$ cat src/rtl/bic_pkg.sv
package bic_pkg;
  localparam int unsigned DATA_W   = 32;
  localparam int unsigned BASIC_N  = 8;
  localparam int unsigned BANK_N   = 32;
  localparam int unsigned ADDR_W   = 6;
  localparam int unsigned SHORT1_N = 5;
  localparam int unsigned SHORT2_N = 6;
  localparam int unsigned AGG1_BIT = BASIC_N;
  localparam int unsigned AGG2_BIT = BASIC_N + 1;
  localparam int unsigned SHORT1_BASE = BASIC_N + 2;
  localparam int unsigned SHORT2_BASE = SHORT1_BASE + SHORT1_N;

  localparam int SHORT1_IDX [SHORT1_N] = '{7, 9, 10, 18, 19};
  localparam int SHORT2_IDX [SHORT2_N] = '{21, 22, 23, 24, 25, 30};

  localparam logic [ADDR_W-1:0] OFF_SUMMARY = 6'h00;
  localparam logic [ADDR_W-1:0] OFF_PEND1   = 6'h04;
  localparam logic [ADDR_W-1:0] OFF_PEND2   = 6'h08;
  localparam logic [ADDR_W-1:0] OFF_SET1    = 6'h10;
  localparam logic [ADDR_W-1:0] OFF_SET2    = 6'h14;
  localparam logic [ADDR_W-1:0] OFF_SETB    = 6'h18;
  localparam logic [ADDR_W-1:0] OFF_CLR1    = 6'h1C;
  localparam logic [ADDR_W-1:0] OFF_CLR2    = 6'h20;
  localparam logic [ADDR_W-1:0] OFF_CLRB    = 6'h24;

  typedef enum logic [2:0] {
    RD_NONE, RD_SUMMARY, RD_PEND1, RD_PEND2, RD_EN1, RD_EN2, RD_ENB
  } rdSel_e;

  typedef struct packed {
    logic   setBasic;
    logic   set1;
    logic   set2;
    logic   clrBasic;
    logic   clr1;
    logic   clr2;
    rdSel_e rdSel;
  } bicStrobe_t;
endpackage

$ cat src/rtl/bic_ctrl.sv
module bic_ctrl
  import bic_pkg::*;
(
  input  logic              busSel,
  input  logic              busWrite,
  input  logic [ADDR_W-1:0] busAddr,
  output bicStrobe_t        strobe
);
  logic wrEn;
  assign wrEn = busSel & busWrite;

  always_comb begin
    strobe       = '0;
    strobe.rdSel = RD_NONE;
    if (busSel) begin
      unique case (busAddr)
        OFF_SUMMARY: strobe.rdSel = RD_SUMMARY;
        OFF_PEND1:   strobe.rdSel = RD_PEND1;
        OFF_PEND2:   strobe.rdSel = RD_PEND2;
        OFF_SET1: begin strobe.rdSel = RD_EN1; strobe.set1 = wrEn; end
        OFF_SET2: begin strobe.rdSel = RD_EN2; strobe.set2 = wrEn; end
        OFF_SETB: begin strobe.rdSel = RD_ENB; strobe.setBasic = wrEn; end
        OFF_CLR1: begin strobe.rdSel = RD_EN1; strobe.clr1 = wrEn; end
        OFF_CLR2: begin strobe.rdSel = RD_EN2; strobe.clr2 = wrEn; end
        OFF_CLRB: begin strobe.rdSel = RD_ENB; strobe.clrBasic = wrEn; end
        default:  strobe.rdSel = RD_NONE;
      endcase
    end
  end
endmodule

$ cat src/rtl/bic_enreg.sv
module bic_enreg #(
  parameter int unsigned W = 32
) (
  input  logic         clk,
  input  logic         rstN,
  input  logic         setStb,
  input  logic         clrStb,
  input  logic [W-1:0] wdata,
  output logic [W-1:0] mask
);
  always_ff @(posedge clk or negedge rstN) begin
    if (!rstN)       mask <= '0;
    else if (setStb) mask <= mask | wdata;
    else if (clrStb) mask <= mask & ~wdata;
  end
endmodule

$ cat src/rtl/bic_datapath.sv
module bic_datapath
  import bic_pkg::*;
(
  input  logic               clk,
  input  logic               rstN,
  input  bicStrobe_t         strobe,
  input  logic [DATA_W-1:0]  wdata,
  input  logic [BASIC_N-1:0] srcBasic,
  input  logic [BANK_N-1:0]  srcBank1,
  input  logic [BANK_N-1:0]  srcBank2,
  output logic [DATA_W-1:0]  rdata,
  output logic               irqOut,
  output logic [BASIC_N-1:0] enBasic,
  output logic [BANK_N-1:0]  enBank1,
  output logic [BANK_N-1:0]  enBank2
);
  logic [BASIC_N-1:0] pendBasic;
  logic [BANK_N-1:0]  pend1, pend2;
  logic [DATA_W-1:0]  summary;

  bic_enreg #(.W(BASIC_N)) u_enB (
    .clk(clk), .rstN(rstN), .setStb(strobe.setBasic), .clrStb(strobe.clrBasic),
    .wdata(wdata[BASIC_N-1:0]), .mask(enBasic));
  bic_enreg #(.W(BANK_N)) u_en1 (
    .clk(clk), .rstN(rstN), .setStb(strobe.set1), .clrStb(strobe.clr1),
    .wdata(wdata[BANK_N-1:0]), .mask(enBank1));
  bic_enreg #(.W(BANK_N)) u_en2 (
    .clk(clk), .rstN(rstN), .setStb(strobe.set2), .clrStb(strobe.clr2),
    .wdata(wdata[BANK_N-1:0]), .mask(enBank2));

  assign pendBasic = srcBasic & enBasic;
  assign pend1     = srcBank1 & enBank1;
  assign pend2     = srcBank2 & enBank2;

  always_comb begin
    summary = '0;
    summary[BASIC_N-1:0] = pendBasic;
    summary[AGG1_BIT]    = |pend1;
    summary[AGG2_BIT]    = |pend2;
    for (int i = 0; i < SHORT1_N; i++) summary[SHORT1_BASE + i] = pend1[SHORT1_IDX[i]];
    for (int j = 0; j < SHORT2_N; j++) summary[SHORT2_BASE + j] = pend2[SHORT2_IDX[j]];
  end

  always_comb begin
    unique case (strobe.rdSel)
      RD_SUMMARY: rdata = summary;
      RD_PEND1:   rdata = DATA_W'(pend1);
      RD_PEND2:   rdata = DATA_W'(pend2);
      RD_EN1:     rdata = DATA_W'(enBank1);
      RD_EN2:     rdata = DATA_W'(enBank2);
      RD_ENB:     rdata = DATA_W'(enBasic);
      default:    rdata = '0;
    endcase
  end

  always_ff @(posedge clk or negedge rstN) begin
    if (!rstN) irqOut <= 1'b0;
    else       irqOut <= (|pendBasic) | (|pend1) | (|pend2);
  end
endmodule

$ cat src/rtl/banked_irq_ctrl.sv
module banked_irq_ctrl
  import bic_pkg::*;
(
  input  logic               clk,
  input  logic               rstN,
  input  logic [BASIC_N-1:0] srcBasic,
  input  logic [BANK_N-1:0]  srcBank1,
  input  logic [BANK_N-1:0]  srcBank2,
  input  logic               busSel,
  input  logic               busWrite,
  input  logic [ADDR_W-1:0]  busAddr,
  input  logic [DATA_W-1:0]  busWdata,
  output logic [DATA_W-1:0]  busRdata,
  output logic               irqOut
);
  bicStrobe_t         strobe;
  logic [BASIC_N-1:0] enBasic;
  logic [BANK_N-1:0]  enBank1, enBank2;

  bic_ctrl u_ctrl (
    .busSel(busSel), .busWrite(busWrite), .busAddr(busAddr), .strobe(strobe));

  bic_datapath u_dp (
    .clk(clk), .rstN(rstN), .strobe(strobe), .wdata(busWdata),
    .srcBasic(srcBasic), .srcBank1(srcBank1), .srcBank2(srcBank2),
    .rdata(busRdata), .irqOut(irqOut),
    .enBasic(enBasic), .enBank1(enBank1), .enBank2(enBank2));
endmodule

$ cat config.mk
export PLATFORM = sky130hd
export DESIGN_NAME = banked_irq_ctrl
export DESIGN_NICKNAME = d
export VERILOG_FILES = /design/src/rtl/bic_pkg.sv /design/src/rtl/bic_ctrl.sv /design/src/rtl/bic_enreg.sv /design/src/rtl/bic_datapath.sv /design/src/rtl/banked_irq_ctrl.sv
export SDC_FILE = /design/constraint.sdc
export NUM_CORES = 1
export LEC_CHECK = 0
export CAP_MARGIN = 5
export CORE_ASPECT_RATIO = 0.9
export CORE_MARGIN = 2
export CORE_UTILIZATION = 48
export CTS_BUF_LIST = sky130_fd_sc_hd__clkbuf_16
export DETAILED_ROUTE_END_ITERATION = 12
export GPL_TIMING_DRIVEN = 0
export PLACE_DENSITY_LB_ADDON = 0.05
export SLEW_MARGIN = 20
export SYNTH_ARGS = -nofsm -noshare
export SYNTH_HDL_FRONTEND = slang
export SYNTH_SLANG_ARGS = --single-unit
$ cat constraint.sdc
create_clock -name clk -period 6.5 [get_ports clk]
set_input_delay 1.3 -clock clk [delete_from_list [all_inputs] [get_ports clk]]
set_output_delay 1.3 -clock clk [all_outputs]
set_load 0.005 [all_outputs]
Word-level counts from Yosys, hierarchy flattened
Index checks and enable logic that the tools add are counted.

word-level totals
  memory bits (read-only) = 0
  logic and storage cells = 57
  flip-flop bits (word level) = 73
  output and inout port bits = 33
  memories = 0
  bits in latches = 0
  RAM bits = 0
  input bits = 114

cells by class
  muxes and demuxes = 15
  reduce and logical (&&, ||, !) cells = 10
  bitwise gates (word level) = 14
  eq/ne operators = 14
  div/mod/pow operators = 0
  shifts and indexed selects = 0
  $add $sub $neg = 0
  multipliers = 0
  magnitude comparators = 0

operators by type and width
  kind                  count
  $pmux W32 S6          1
  $and A32 B32 Y32      4
  $mux W32              4
  $or A32 B32 Y32       2
  $reduce_or A32 Y1     2
  $not A32 Y32          1
  $eq A6 B5 Y1 const B  4
  $pmux W3 S6           1
  $and A8 B8 Y8         2
  $mux W8               2
  $eq A6 B6 Y1 const B  2
  $eq A3 B3 Y1 const B  3
  $mux W9               1
  $not A8 Y8            1
  $or A8 B8 Y8          1
  $reduce_or A8 Y1      1
  $eq A3 B2 Y1 const B  2
  $eq A6 B3 Y1 const B  1
  $eq A6 B4 Y1 const B  1
  $logic_not A6 Y1      1
  $mux W1               6
  $reduce_bool A2 Y1    3
  $reduce_or A2 Y1      3
  $eq A3 B1 Y1 const B  1
  2 further kinds       3

Logic depth before layout (Yosys ltp)
  depth after elaboration = 6
  depth in mapped cells = 7
  gate-level depth less buffers = 5

Cells and area by module
From an unflattened synthesis, not the netlist that was laid out.

second synthesis, totals
  cells, all modules = 513
  area, all modules = 4,506.8 µm²

modules (own cells, without submodules)
  module                      area an instance (µm²)  cells an instance  times used
  bic_enreg (u_dp.u_en1 ...)  1,249.9                 102                2
  bic_datapath                1,547.7                 262                1
  bic_enreg (u_dp.u_enB)      312.8                   26                 1
  bic_ctrl                    146.4                   21                 1

Worst setup path after synthesis
No wires, ideal clock.

  path kind = input to output
  from = input port busAddr[1]
  to = output port busRdata[11]
  required time = 5,200 ps
  stages on the path = 6
  arrival = 2,620 ps
  setup slack = 2,580 ps
  cells stage by stage = or3b_4 and4bb_2 buf_4 buf_2 a21oi_1 o21ai_0

between the ends
  cells in the longest elaborated chain, start to end = 6
  elaborated cells between the ends (all ways) = 21
  those cells by class = eq/ne (14); mux (3); reduce/logical (4)

RTL lines
  element                                       line                   RTL
  from (decl)                                   banked_irq_ctrl.sv:11  input logic [ADDR_W-1:0] busAddr,
  $eq A6 B5 Y1 or $eq A6 B6 Y1 (tied branches)  bic_ctrl.sv:16         unique case (busAddr)
  $reduce_or A2 Y1 (no source line)             n/a
  $pmux W3 S6 (*)                               bic_ctrl.sv:16
  $mux W9 (*)                                   bic_ctrl.sv:15         if (busSel) begin
  $eq A3 B3 Y1, or another cell as far along    bic_datapath.sv:45     unique case (strobe.rdSel)
  $pmux W32 S6 (*)                              bic_datapath.sv:45
  to (decl)                                     banked_irq_ctrl.sv:13  output logic [DATA_W-1:0] busRdata,

Every way passes the cells marked *; elsewhere a longest branch is shown, timed or not.

Final worst setup path
  from = input port busAddr[1]
  to = output port busRdata[31]

The elaborated chain is that of the path after synthesis.

==> impl_metrics.toml <==
[floorplan]
die_x_um = 106
rows = 33
die_h_um = 95.7
core-area_mm2 = 0.00908
die_area_mm2 = 0.0101
ioPinCount = 147
initial_core_util_pct = 49.3

[clock_tree]
cts_buffers = 9
h-tree-depth = 3
post_cts_buffers = 0
cts-resized-gates = 0
clock-sinks = 73
clkLatencyLatePin_ns = 0.33
cts_tree = "done"
holdBufCountCts = 0
clockBufferDepth = 2
clock-root-buffer = "clkbuf_16"
path_clk_slew_ns = 0.05

[placement]
io_buffers = 146
dp_hpwl_um = 13100
dp_cells = 754
gp_congestion = 0.962

[sta]
worstMarginPinSlew_ns = 0.816
fin_crit_sh_pct = 89.0
fmax_mhz = 173
maxSlewViolCount = 0
relSlewSlack_pct = 45.2
hold_slack_ns = 0.529
finClkSkew_ns = 0.00622
rsz0062_at_grt = "false"
fin_crit_ns = 5.79
fin_setup_tns_ns = 0
setup_viol = 0
hold_violations = 0

[global_routing]
overflow = 0
antenna_found_initial = 0
grt_first_pass_wirelength_um = 25200
grt_max_degree = 54
grt_pass1_vias = 4688
grtUsageTotal_pct = 33.1

[worst_hold_path]
hold_class = "reg2reg"

[drt]
viasPerCell = 6.28
routed_wl_um = 16800
route.detailed.drc = 0
first_pass_iters = 6
postRouteAntennaNets = 0
via_count = 4830
drt-initial-drc-count = 493
routedWlPerCell_um = 21.8

[power_and_ir_drop]
vdd_drop_max_mv = 0.147
cellPowerDensity_mw_per_mm2 = 181
p_leak_nw = 2.92

[synth]
syn-num-nets = 599
synth_compound_area_share_pct = 28.7
syn_inst = 485
synth_warnings = 0
synth_top_cell_by_area = "dfrtp_1"
synth_flop_cell = "dfrtp_1"
synth.area.mux_share_pct = 9.55
synth_xor_area_share_pct = 0
synth_fa_ha_area_share_pct = 0
synth-simple-area-share_pct = 14.7
seq_area_frac_synth_pct = 40.8
synth_top_area_share_pct = 40.8
synth-edff-count = 0
ys_ff_latch = 73
syn_area_per_cell_um2 = 9.24
synth_cell_types = 42
synth_area_leaders = "dfrtp_1 41%, nand2_1 7.5%, a22o_1 7.4%"
synthArstFlopShare_pct = 100
syn_area_mm2 = 0.00448
synth_top_family_by_area = "compound AO/OA/AOI/OAI gates"

[critical_path]
arrival_ns = 4.49
crit_path_end_kind = "primary output"
crit_required_ns = 5.20
path_common_cell = "clkdlybuf4s50_1"
slowest_stage = "clkdlybuf4s50_1"
critPathMaxFanout = 10
max_stage_delay_ns = 0.57
worst-path-buf-inv = 5
worstPathCellList = "clkdlybuf4s50_1 > nor4b_1 > and3_1 > clkbuf_1 > buf_2 > buf_1 > a21oi_1 > o22ai_1 > clkdlybuf4s50_1"
cp_top_family = "buffers and inverters"
path_class = "in2out"
critPathLaunchType = "primary input"

[layout]
area_growth_pct = 42.4
layout_common_cells = "145 x clkdlybuf4s50_1, 90 x nand2_1, 73 x dfrtp_1, 41 x a21oi_1, 38 x a22o_1"
diodes = 0
layout.nets = 757
layout-drive-gt1-share_pct = 10.2
final_cell_count_no_fill = 769
final_common_cell = "clkdlybuf4s50_1"

[run]
maxCapViolCount = 0

[run_status]
status = "complete, no violations"
per-stage QoR:
step	worst slack, ns	cell area (µm²)	total power, W	util, %
after floorplan	2.58	4480	0.000587	-
after global placement	0.903	6100	0.000718	67.1
after detailed placement	0.756	6130	0.000725	67.5
after CTS	0.735	6380	0.00116	70.3
after global routing	0.598	6380	0.00119	70.3
final	0.713	6380	0.00116	70.3
layer usage:
metal	vias up	part of all wire (%)	GRT usage [%]
met4	0	2.7	10.5
met3	54	11	7.79
met5	-	0	0
li1	2122	-	-
met2	348	46	52.6
met1	2306	40	45.3
final timing paths:
path,startpoint,end,slack [ns],cells past startpoint
setup / recovery,busAddr[1],busRdata[31],0.71,9
hold / removal,flip-flop,flip-flop,0.53,1
setup reg to reg,flip-flop,u_dp.irqOut,4.42,5
hold reg to reg,flip-flop,flip-flop,0.53,1
max in group asynchronous,rstN,asynchronous set/reset pin,5.08,2
min in group asynchronous,rstN,asynchronous set/reset pin,0.85,1
where the power goes:
| group | total [W] | switching [W] | internal (W) | leakage, nW |
|---|---|---|---|---|
| Combinational | 0.000204 | 0.0000931 | 0.000110 | 1.85 |
| Clock | 0.000434 | 0.000183 | 0.000251 | 0.139 |
| Sequential | 0.000520 | 0.0000311 | 0.000489 | 0.929 |
cells in the mapped netlist, types with 3 or more instances:
| master | number |
|---|---|
| buf_2 | 14 |
| o21ai_1 | 5 |
| mux2i_1 | 18 |
| nor2b_1 | 8 |
| a21oi_1 | 41 |
| nor4_1 | 3 |
| a21o_1 | 23 |
| o21ai_0 | 8 |
| a22o_1 | 38 |
| mux2_2 | 21 |
| nand4_1 | 8 |
| buf_4 | 5 |
| a32oi_1 | 11 |
| clkbuf_1 | 5 |
| o22ai_1 | 12 |
| dfrtp_1 | 73 |
| nand2_1 | 90 |
| a221oi_1 | 6 |
| nand2b_1 | 4 |
| a221o_1 | 8 |
| inv_1 | 33 |
| a22oi_1 | 26 |
final cells by class:
cell class	count	area, µm²
fill	748	2700
multi-input combinational	351	2380
sequential	73	1830
timing repair buffer	147	1490
clock buffer	9	225
buffer	28	156
tap	122	153
inverter	33	124
clock inverter	6	30.0
logic make-up after synthesis:
group | Yosys count
AO/OA/AOI/OAI | 179
AND/OR/NAND/NOR | 132
flip-flops | 73
buffers and inverters | 61
multiplexers | 40
(Power assumes the default switching activity.)
